**config.mk**
```make
export PLATFORM = sky130hd
export DESIGN_NAME = omega_net
export DESIGN_NICKNAME = d
export VERILOG_FILES = /design/src/rtl/omega_pkg.sv /design/src/rtl/omega_switch.sv /design/src/rtl/omega_stage.sv /design/src/rtl/omega_net.sv
export SDC_FILE = /design/constraint.sdc
export NUM_CORES = 1
export LEC_CHECK = 0
export ABC_AREA = 1
export BUFFER_PORTS_ARGS = -buffer_cell sky130_fd_sc_hd__buf_2
export CAP_MARGIN = 20
export CORE_AREA = 2 2 115 128
export CTS_BUF_LIST = sky130_fd_sc_hd__clkbuf_16
export CTS_CLUSTER_SIZE = 14
export DETAILED_ROUTE_END_ITERATION = 10
export DIE_AREA = 0 0 117 130
export GPL_TIMING_DRIVEN = 1
export PLACE_DENSITY = 0.65
export REMOVE_ABC_BUFFERS = 1
export SYNTH_ARGS = -nofsm -noshare
export SYNTH_HDL_FRONTEND = slang
export SYNTH_SLANG_ARGS = --single-unit
```
**constraint.sdc**
```tcl
create_clock -name clk -period 0.8 [get_ports clk]
set_input_delay 0.04 -clock clk [delete_from_list [all_inputs] [get_ports clk]]
set_output_delay 0.04 -clock clk [all_outputs]
set_load 0.05 [all_outputs]
```
**src/rtl/omega_pkg.sv**
```systemverilog
package omega_pkg;

    // Setting of one 2x2 switching element.
    typedef enum logic {
        SW_PASS  = 1'b0,
        SW_CROSS = 1'b1
    } sw_set_e;

    // One-bit left rotation of v inside a w-bit field (perfect shuffle).
    function automatic int rotl(input int v, input int w);
        int m;
        m = (1 << w) - 1;
        return ((v << 1) | (v >> (w - 1))) & m;
    endfunction

endpackage

```
**src/rtl/omega_switch.sv**
```systemverilog
module omega_switch
    import omega_pkg::*;
#(
    parameter int DATA_W = 8,
    parameter int ADDR_W = 3,
    parameter int BIT    = 2
) (
    input  logic              a_vld,
    input  logic [ADDR_W-1:0] a_dst,
    input  logic [DATA_W-1:0] a_dat,
    input  logic [ADDR_W-1:0] a_src,
    input  logic              b_vld,
    input  logic [ADDR_W-1:0] b_dst,
    input  logic [DATA_W-1:0] b_dat,
    input  logic [ADDR_W-1:0] b_src,
    output logic              u_vld,
    output logic [ADDR_W-1:0] u_dst,
    output logic [DATA_W-1:0] u_dat,
    output logic [ADDR_W-1:0] u_src,
    output logic              l_vld,
    output logic [ADDR_W-1:0] l_dst,
    output logic [DATA_W-1:0] l_dat,
    output logic [ADDR_W-1:0] l_src,
    output logic              b_lost
);

    sw_set_e setting;
    logic    b_live;

    // Upper input has priority; lower input only steers an idle switch.
    always_comb begin
        if (a_vld)
            setting = a_dst[BIT] ? SW_CROSS : SW_PASS;
        else if (b_vld)
            setting = b_dst[BIT] ? SW_PASS : SW_CROSS;
        else
            setting = SW_PASS;
        b_lost = a_vld & b_vld & (a_dst[BIT] == b_dst[BIT]);
        b_live = b_vld & ~b_lost;
    end

    always_comb begin
        unique case (setting)
            SW_PASS: begin
                u_vld = a_vld;  u_dst = a_dst; u_dat = a_dat; u_src = a_src;
                l_vld = b_live; l_dst = b_dst; l_dat = b_dat; l_src = b_src;
            end
            SW_CROSS: begin
                u_vld = b_live; u_dst = b_dst; u_dat = b_dat; u_src = b_src;
                l_vld = a_vld;  l_dst = a_dst; l_dat = a_dat; l_src = a_src;
            end
            default: begin
                u_vld = 1'b0; u_dst = '0; u_dat = '0; u_src = '0;
                l_vld = 1'b0; l_dst = '0; l_dat = '0; l_src = '0;
            end
        endcase
    end

endmodule

```
**src/rtl/omega_stage.sv**
```systemverilog
module omega_stage
    import omega_pkg::*;
#(
    parameter int DATA_W = 8,
    parameter int ADDR_W = 3,
    parameter int BIT    = 2,
    localparam int N     = 1 << ADDR_W
) (
    input  logic [N-1:0]        i_vld,
    input  logic [N*ADDR_W-1:0] i_dst,
    input  logic [N*DATA_W-1:0] i_dat,
    input  logic [N*ADDR_W-1:0] i_src,
    output logic [N-1:0]        o_vld,
    output logic [N*ADDR_W-1:0] o_dst,
    output logic [N*DATA_W-1:0] o_dat,
    output logic [N*ADDR_W-1:0] o_src,
    output logic [N-1:0]        o_blk
);

    logic [N-1:0]        sh_vld;
    logic [N*ADDR_W-1:0] sh_dst;
    logic [N*DATA_W-1:0] sh_dat;
    logic [N*ADDR_W-1:0] sh_src;
    logic [N/2-1:0]      lost;

    // Perfect-shuffle wiring in front of the switch column.
    for (genvar i = 0; i < N; i++) begin : g_shuf
        localparam int P = rotl(i, ADDR_W);
        assign sh_vld[P]                   = i_vld[i];
        assign sh_dst[P*ADDR_W +: ADDR_W]  = i_dst[i*ADDR_W +: ADDR_W];
        assign sh_dat[P*DATA_W +: DATA_W]  = i_dat[i*DATA_W +: DATA_W];
        assign sh_src[P*ADDR_W +: ADDR_W]  = i_src[i*ADDR_W +: ADDR_W];
    end

    for (genvar j = 0; j < N/2; j++) begin : g_sw
        omega_switch #(.DATA_W(DATA_W), .ADDR_W(ADDR_W), .BIT(BIT)) u_sw (
            .a_vld (sh_vld[2*j]),
            .a_dst (sh_dst[(2*j)*ADDR_W +: ADDR_W]),
            .a_dat (sh_dat[(2*j)*DATA_W +: DATA_W]),
            .a_src (sh_src[(2*j)*ADDR_W +: ADDR_W]),
            .b_vld (sh_vld[2*j+1]),
            .b_dst (sh_dst[(2*j+1)*ADDR_W +: ADDR_W]),
            .b_dat (sh_dat[(2*j+1)*DATA_W +: DATA_W]),
            .b_src (sh_src[(2*j+1)*ADDR_W +: ADDR_W]),
            .u_vld (o_vld[2*j]),
            .u_dst (o_dst[(2*j)*ADDR_W +: ADDR_W]),
            .u_dat (o_dat[(2*j)*DATA_W +: DATA_W]),
            .u_src (o_src[(2*j)*ADDR_W +: ADDR_W]),
            .l_vld (o_vld[2*j+1]),
            .l_dst (o_dst[(2*j+1)*ADDR_W +: ADDR_W]),
            .l_dat (o_dat[(2*j+1)*DATA_W +: DATA_W]),
            .l_src (o_src[(2*j+1)*ADDR_W +: ADDR_W]),
            .b_lost(lost[j])
        );
    end

    // Map each lost lower-input message back to its source port.
    always_comb begin
        o_blk = '0;
        for (int j = 0; j < N/2; j++)
            if (lost[j])
                o_blk[sh_src[(2*j+1)*ADDR_W +: ADDR_W]] = 1'b1;
    end

endmodule

```
**src/rtl/omega_net.sv**
```systemverilog
module omega_net
    import omega_pkg::*;
#(
    parameter int DATA_W = 8,
    parameter int ADDR_W = 3,
    localparam int N     = 1 << ADDR_W,
    localparam int S     = ADDR_W
) (
    input  logic                clk,
    input  logic                rst_n,
    input  logic [N-1:0]        in_valid,
    input  logic [N*ADDR_W-1:0] in_dest,
    input  logic [N*DATA_W-1:0] in_data,
    output logic [N-1:0]        out_valid,
    output logic [N*DATA_W-1:0] out_data,
    output logic [N-1:0]        blocked
);

    logic [N-1:0]        st_vld [S+1];
    logic [N*ADDR_W-1:0] st_dst [S+1];
    logic [N*DATA_W-1:0] st_dat [S+1];
    logic [N*ADDR_W-1:0] st_src [S+1];
    logic [N-1:0]        st_blk [S];
    logic [N-1:0]        blk_all;
    logic [N*DATA_W-1:0] dat_masked;

    assign st_vld[0] = in_valid;
    assign st_dst[0] = in_dest;
    assign st_dat[0] = in_data;
    for (genvar i = 0; i < N; i++) begin : g_src
        assign st_src[0][i*ADDR_W +: ADDR_W] = ADDR_W'(i);
    end

    // Stage k steers on destination bit (S-1-k), most significant first.
    for (genvar k = 0; k < S; k++) begin : g_stage
        omega_stage #(.DATA_W(DATA_W), .ADDR_W(ADDR_W), .BIT(S-1-k)) u_stage (
            .i_vld(st_vld[k]),   .i_dst(st_dst[k]),
            .i_dat(st_dat[k]),   .i_src(st_src[k]),
            .o_vld(st_vld[k+1]), .o_dst(st_dst[k+1]),
            .o_dat(st_dat[k+1]), .o_src(st_src[k+1]),
            .o_blk(st_blk[k])
        );
    end

    always_comb begin
        blk_all = '0;
        for (int k = 0; k < S; k++)
            blk_all = blk_all | st_blk[k];
        for (int o = 0; o < N; o++)
            dat_masked[o*DATA_W +: DATA_W] =
                st_vld[S][o] ? st_dat[S][o*DATA_W +: DATA_W] : '0;
    end

    always_ff @(posedge clk or negedge rst_n) begin
        if (!rst_n) begin
            out_valid <= '0;
            out_data  <= '0;
            blocked   <= '0;
        end else begin
            out_valid <= st_vld[S];
            out_data  <= dat_masked;
            blocked   <= blk_all;
        end
    end

    // Gates the checks until one sampled cycle exists after reset.
    logic seen;
    always_ff @(posedge clk or negedge rst_n) begin
        if (!rst_n) seen <= 1'b0;
        else        seen <= 1'b1;
    end


    conserve_chk: assert property (@(posedge clk) disable iff (!rst_n || !seen)
        ($countones(out_valid) + $countones(blocked)) == $past($countones(in_valid)));


    idle_chk: assert property (@(posedge clk) disable iff (!rst_n)
        (in_valid == '0) |=> (out_valid == '0 && blocked == '0));


    invalid_unblocked_chk: assert property (@(posedge clk) disable iff (!rst_n || !seen)
        (blocked & ~$past(in_valid)) == '0);


    lone_msg_chk: assert property (@(posedge clk) disable iff (!rst_n)
        ($countones(in_valid) == 1) |=> (blocked == '0 && $countones(out_valid) == 1));

endmodule

```
Word level (Yosys, flattened, before mapping)
Index checks and enable logic that the tools add are counted.
- register bits after elaboration: 80
- bits of input ports: 98
- output and inout bits: 80
- word-level logic and storage cells: 265
- magnitude comparators: 16
- equal/unequal tests: 12
- mux-type cells: 158
- bitwise operators: 68
- reductions and logical operators: 8
- operators by type and width (operator ; count):
    8-bit case mux with 2 select lines ; 24
    8-bit two-way mux ; 17
    8-bit bitwise OR ; 8
    1-bit case mux with 2 select lines ; 32
    3-bit case mux with 2 select lines ; 10
    1-bit two-way mux ; 56
    1-bit bitwise AND ; 36
    3-bit by 4-bit less-than comparator with 1-bit output (second input constant) ; 8
    2-bit case mux with 2 select lines ; 8
    1-bit demux with 3-bit select ; 8
    3-bit by 1-bit greater-or-equal comparator with 1-bit output (second input constant) ; 8
    1-bit NOT ; 24
    1-bit == test ; 12
    1-bit logical AND ; 8
    7-bit two-way mux ; 1
    6-bit two-way mux ; 1
    5-bit two-way mux ; 1

Depth between registers and ports, before layout
- depth in word-level cells: 22
- mapped depth: 18
- depth with buffers taken out: 16

Modules after synthesis
A second synthesis with hierarchy kept.
- cells, all modules: 1730
- area total of the unflattened synthesis: 9920.8 µm²
- modules (own cells, without submodules) (module ; times used ; cells each ; area each (µm²) ; seq. area each (µm²)):
    omega_switch at g_stage[1].u_stage.g_sw[0].u_sw ... ; 8 ; 105 ; 518.0 ; 0.0
    omega_net ; 1 ; 242 ; 2620.0 ; 2001.9
    omega_switch at g_stage[0].u_stage.g_sw[0].u_sw ... ; 4 ; 105 ; 524.3 ; 0.0
    omega_stage at g_stage[1].u_stage ; 1 ; 77 ; 362.8 ; 0.0
    omega_stage at g_stage[2].u_stage ; 1 ; 76 ; 351.6 ; 0.0
    omega_stage at g_stage[0].u_stage ; 1 ; 75 ; 345.3 ; 0.0

Least setup slack after synthesis
No wires, ideal clock.
- path kind: input port to flip-flop
- start: input port in_dest[17]
- end: register out_data[29]
- setup time: 0.117 ns
- arrival: 1.492 ns
- data required time: 0.683 ns
- setup slack: -0.809 ns
- cell stages on the path: 16
- buffers on the path: 2
- cell sequence: inv_1 nand2_1 nand2_1 nand2_2 nand2_1 nand3_2 nand2_2 buf_6 nand2_1 nand2_1 nand2_2 a21oi_4 buf_6 nand2_1 nand2_1 nor2_1
- word-level cells in the longest chain between the ends: 16
- elaborated cells on any way between the ends: 34
- those cells by class: eq/ne (3); mux (17); bitwise (14)
- ends and longest elaborated chain (element ; RTL line ; text):
    start: declaration ; omega_net.sv:12 ; input logic [N*ADDR_W-1:0] in_dest,
    1-bit == test / 1-bit two-way mux (equally long branches) ; omega_switch.sv:38, omega_switch.sv:35 ;
    1-bit bitwise AND / 1-bit two-way mux (equally long branches) ; omega_switch.sv:38, omega_switch.sv:34 ;
    1-bit NOT / 1-bit two-way mux (equally long branches) ; omega_switch.sv:39, omega_switch.sv:32 ;
    1-bit bitwise AND / 1-bit NOT (equally long branches) ; omega_switch.sv:39, omega_switch.sv:43 ;
    1-bit case mux with 2 select lines / 2-bit case mux with 2 select lines (equally long branches) ; omega_switch.sv:43 ; unique case (setting)
    1-bit bitwise AND / 1-bit == test (equally long branches) ; omega_switch.sv:38 ; b_lost = a_vld & b_vld & (a_dst[BIT] == b_dst[BIT]);
    1-bit bitwise AND ; omega_switch.sv:38 ;
    1-bit NOT ; omega_switch.sv:39 ; b_live = b_vld & ~b_lost;
    1-bit bitwise AND ; omega_switch.sv:39 ;
    1-bit case mux with 2 select lines ; omega_switch.sv:43 ;
    1-bit bitwise AND (2 in series) ; omega_switch.sv:38 ;
    1-bit NOT ; omega_switch.sv:39 ;
    1-bit bitwise AND ; omega_switch.sv:39 ;
    1-bit case mux with 2 select lines ; omega_switch.sv:43 ;
    8-bit two-way mux * ; omega_net.sv:51 ; st_vld[S][o] ? st_dat[S][o*DATA_W +: DATA_W] : '0;
    via dat_masked[29] ; omega_net.sv:25 ; logic [N*DATA_W-1:0] dat_masked;
    end signal: assignment ; omega_net.sv:61 ; out_data <= dat_masked;
    end: declaration ; omega_net.sv:15 ; output logic [N*DATA_W-1:0] out_data,
Mark *: on every way through the listed nets, which the timed path passes. The rest lies on a longest branch.

Worst setup path in the final report
- start: input port in_valid[1]
- end: register out_data[10]
- word-level cells in the longest chain between the ends: 16
- elaborated cells on any way between the ends: 32
- those cells by class: eq/ne (2); mux (15); bitwise (15)
- ends and longest elaborated chain (element ; RTL line ; text):
    start: declaration ; omega_net.sv:11 ; input logic [N-1:0] in_valid,
    1-bit bitwise AND (2 in series) ; omega_switch.sv:38 ;
    1-bit NOT ; omega_switch.sv:39 ;
    1-bit bitwise AND ; omega_switch.sv:39 ;
    1-bit case mux with 2 select lines ; omega_switch.sv:43 ;
    1-bit bitwise AND (2 in series) ; omega_switch.sv:38 ;
    1-bit NOT ; omega_switch.sv:39 ;
    1-bit bitwise AND ; omega_switch.sv:39 ;
    1-bit case mux with 2 select lines ; omega_switch.sv:43 ;
    1-bit bitwise AND (2 in series) ; omega_switch.sv:38 ;
    1-bit NOT ; omega_switch.sv:39 ;
    1-bit bitwise AND ; omega_switch.sv:39 ;
    1-bit case mux with 2 select lines ; omega_switch.sv:43 ;
    8-bit two-way mux * ; omega_net.sv:51 ;
    via dat_masked[10] ; omega_net.sv:25 ;
Marked as above.

==> summary.txt <==
Logic synthesis
  • Most common cell in the netlist: nand2_1
  • Syn Inst Count: 935
  • Most used DFF post-synth: dfrtp_1
  • Synth area leader: dfrtp_1
  • Post-Synthesis Cell Area: 0.00591 sq mm
  • Synth top area share: 0.334
  • Seq/Total Area, Yosys: 0.334
  • Yosys Warn Count: 0
  • Avg Inst Size Synth: 6.32 sq um
  • Netlist cell types: 36
  • Ys async rst share: 1.00
  • Yosys reg bits: 79
  • Top cells by count, synth: 295 x nand2_1, 146 x o21ai_0, 108 x inv_1
  • Synth top area cells: dfrtp_1 33%, nand2_1 19%, o21ai_0 12%
  • Post-synth EDFFs: 0

Final layout
  • Layout cells sized above 1: 0.503
  • Fin util: 0.748
  • Synth-to-layout area growth: 78.4%
  • Nets: 1351
  • Cell area after layout: 0.0105 sq mm
  • Diodes inserted: 0

Floorplan
  • I/O pin cnt: 178
  • Row count: 46
  • Core area: 0.0141 sq mm
  • Starting Density: 0.419
  • Die height: 130 microns
  • Die Width: 117 microns
  • Die ar.: 0.0152 sq mm

STA
  • Fin Setup TNS: -50.33 ns
  • Crit path time final: 1.43 ns
  • Fin. Hold Viols: 0
  • WHS: 0.0122 ns
  • Final worst path period share: 1.79
  • Max Clock Freq: 700 MHz
  • Slew Limit Headroom: 0.665
  • Fin. max-slew vios: 0
  • Final setup violation count: 157
  • Unrepaired setup endpoints after global routing: true
  • Worst setup margin: -0.629 ns
  • Slew @ Worst Pin: 0.497 ns

Clock network
  • Inserted Clock Buffers: 9
  • CTS tree: done
  • H-tree lvl count: 3
  • Clock transition at the registers of the reported paths: 0.07 ns
  • Clk root buf: clkbuf_16
  • TritonCTS Sinks: 79
  • Clock Path Buffers: 2

Detailed routing
  • Drt wl/cell: 16.5 microns
  • DRT Wirelength: 23900 microns
  • DRT iter0 DRCs: 765
  • Routed vias/inst: 5.30
  • Remaining antenna violation count after routing: 0
  • # DRC: 0
  • Routed vias: 7692
  • DR pass1 iterations: 6

Global route
  • Vias in the first global route: 6343
  • Total grt overflow: 0
  • Largest net degree at the start of global routing: 37
  • Initial antenna violation count: 0
  • GR Util All Layers: 0.258
  • First-pass GRT wire length: 30400 microns

Power and ir drop
  • Sw Share: 0.453
  • Sequential power share: 0.224
  • P_sw: 10.6 mW
  • Power per cell area: 2210 mW/mm^2
  • Gate power share: 0.581
  • Int Power: 12.7 mW
  • VDD IR max: 0.965 mV
  • Clock Power Share: 0.195
  • Leakage power: 5.35 nW

Critical path
  • Worst-path fanout max: 4
  • CP Class: input port to flop
  • Crit path arrival time: 1.67 ns
  • Worst Path Required: 1.04 ns
  • Setup crit end kind: flop
  • CP Launch Type: input port

Run
  • Max cap viols: 0

Place
  • Placed Instance Area: 0.00768 sq mm
  • Port-buffer cells: 176
  • DP HPWL: 15000 microns
  • Setup slack after placement: -1.10 ns
  • Gpl congestion: 0.924

Outcome
  • Failing checks: setup timing
  • Status: finished, violations left

Hold path
  • Hold Path Class: input port to flop
[power groups by stage]
stage          clock network (mW)  registers [mW]  logic, mW
3_5_place_dp                    0            5.08       9.31
4_1_cts                      4.56            5.09       10.4
5_1_grt                      4.70            5.27       14.3
3_3_place_gp                    0            5.11       9.23
6_report                     4.54            5.22       13.5
2_1_floorplan                   0            7.88       3.36
[per-stage QoR]
step / total power, mW / instances
3_3_place_gp: 14.3 / 1371
3_5_place_dp: 14.4 / 1371
2_1_floorplan: 11.2 / 903
4_1_cts: 20.0 / 1411
5_1_grt: 24.3 / 1450
6_report: 23.3 / 1450
[logic make-up (layout without fill, tap and decap cells)]
group	Yosys count	after routing	synth area share
other	1	1	0.000634
AO/OA/AOI/OAI	224	226	0.210
buffers and inverters	155	476	0.110
XOR/XNOR	1	1	0.00148
flip-flops	79	79	0.334
AND/OR/NAND/NOR	475	475	0.344
[cell usage in the layout (no fill, tap or decap), types with 6 or more instances in the layout]
master,instances
a21oi_1,16
a21oi_2,25
buf_12,12
buf_2,86
buf_4,117
buf_6,107
clkbuf_16,17
dfrtp_1,79
inv_1,93
inv_2,11
inv_4,14
nand2_1,204
nand2_2,62
nand2_4,44
nand3_1,29
nand3_2,15
nand3_4,14
nor2_1,63
nor2_2,24
nor2_4,6
o21a_1,9
o21ai_0,77
o21ai_1,41
o21ai_2,34
o21ai_4,14
[routing by layer]
layer | vias up | share of wire | global-route usage
met5 | - | 0 | 0
met4 | 0 | 0.042 | 0.0927
met3 | 78 | 0.068 | 0.0362
met2 | 405 | 0.51 | 0.447
met1 | 3576 | 0.39 | 0.328
li1 | 3633 | - | -
[sequential cells by signal, indices dropped and copies added (netlist names)]
register and cells:
out_data 64, blocked 7, out_valid 8
[worst paths after layout]
path | start | end | slack (ns) | cells after the start
max | in_valid[1] | out_data[10] | -0.63 | 16
min | in_dest[2] | blocked[4] | 0.01 | 3
max in group asynchronous | rst_n | out_data[51] | 0.23 | 3
min in group asynchronous | rst_n | out_data[38] | 0.12 | 2
[layout make-up]
type | instances | area (sq um)
Clock inverter | 7 | 97.6
Multi-Input combinational cell | 703 | 4440
Inverter | 123 | 536
Fill cell | 1034 | 3560
Timing Repair inverter | 2 | 23.8
Clock buffer | 9 | 225
Timing Repair Buffer | 335 | 3010
Sequential cell | 79 | 1980
Tap cell | 192 | 240
[worst max-delay path, cell delays in order]
cell     delay (ns)
buf_8          0.08
inv_6          0.03
or2_4          0.27
nand2_4        0.11
inv_4          0.04
nand3_4        0.10
buf_4          0.12
nand3_1        0.09
nand2_2        0.11
nand2_4        0.07
a21oi_4        0.22
buf_6          0.15
buf_6          0.09
nand2_2        0.03
nand2_1        0.06
nor2_1         0.04
[repair_timing]
action / CTS / global route
pin swaps: 14 / 77
endpoints found under the setup margin: 157 / 157
hold buffers: 4 / 0
cloned: 3 / 12
gates resized for setup: 142 / 522
buffers inserted: 17 / 32
hold endpoints to repair: 81 / 0
Note: power is estimated with default switching activity, not from simulation.
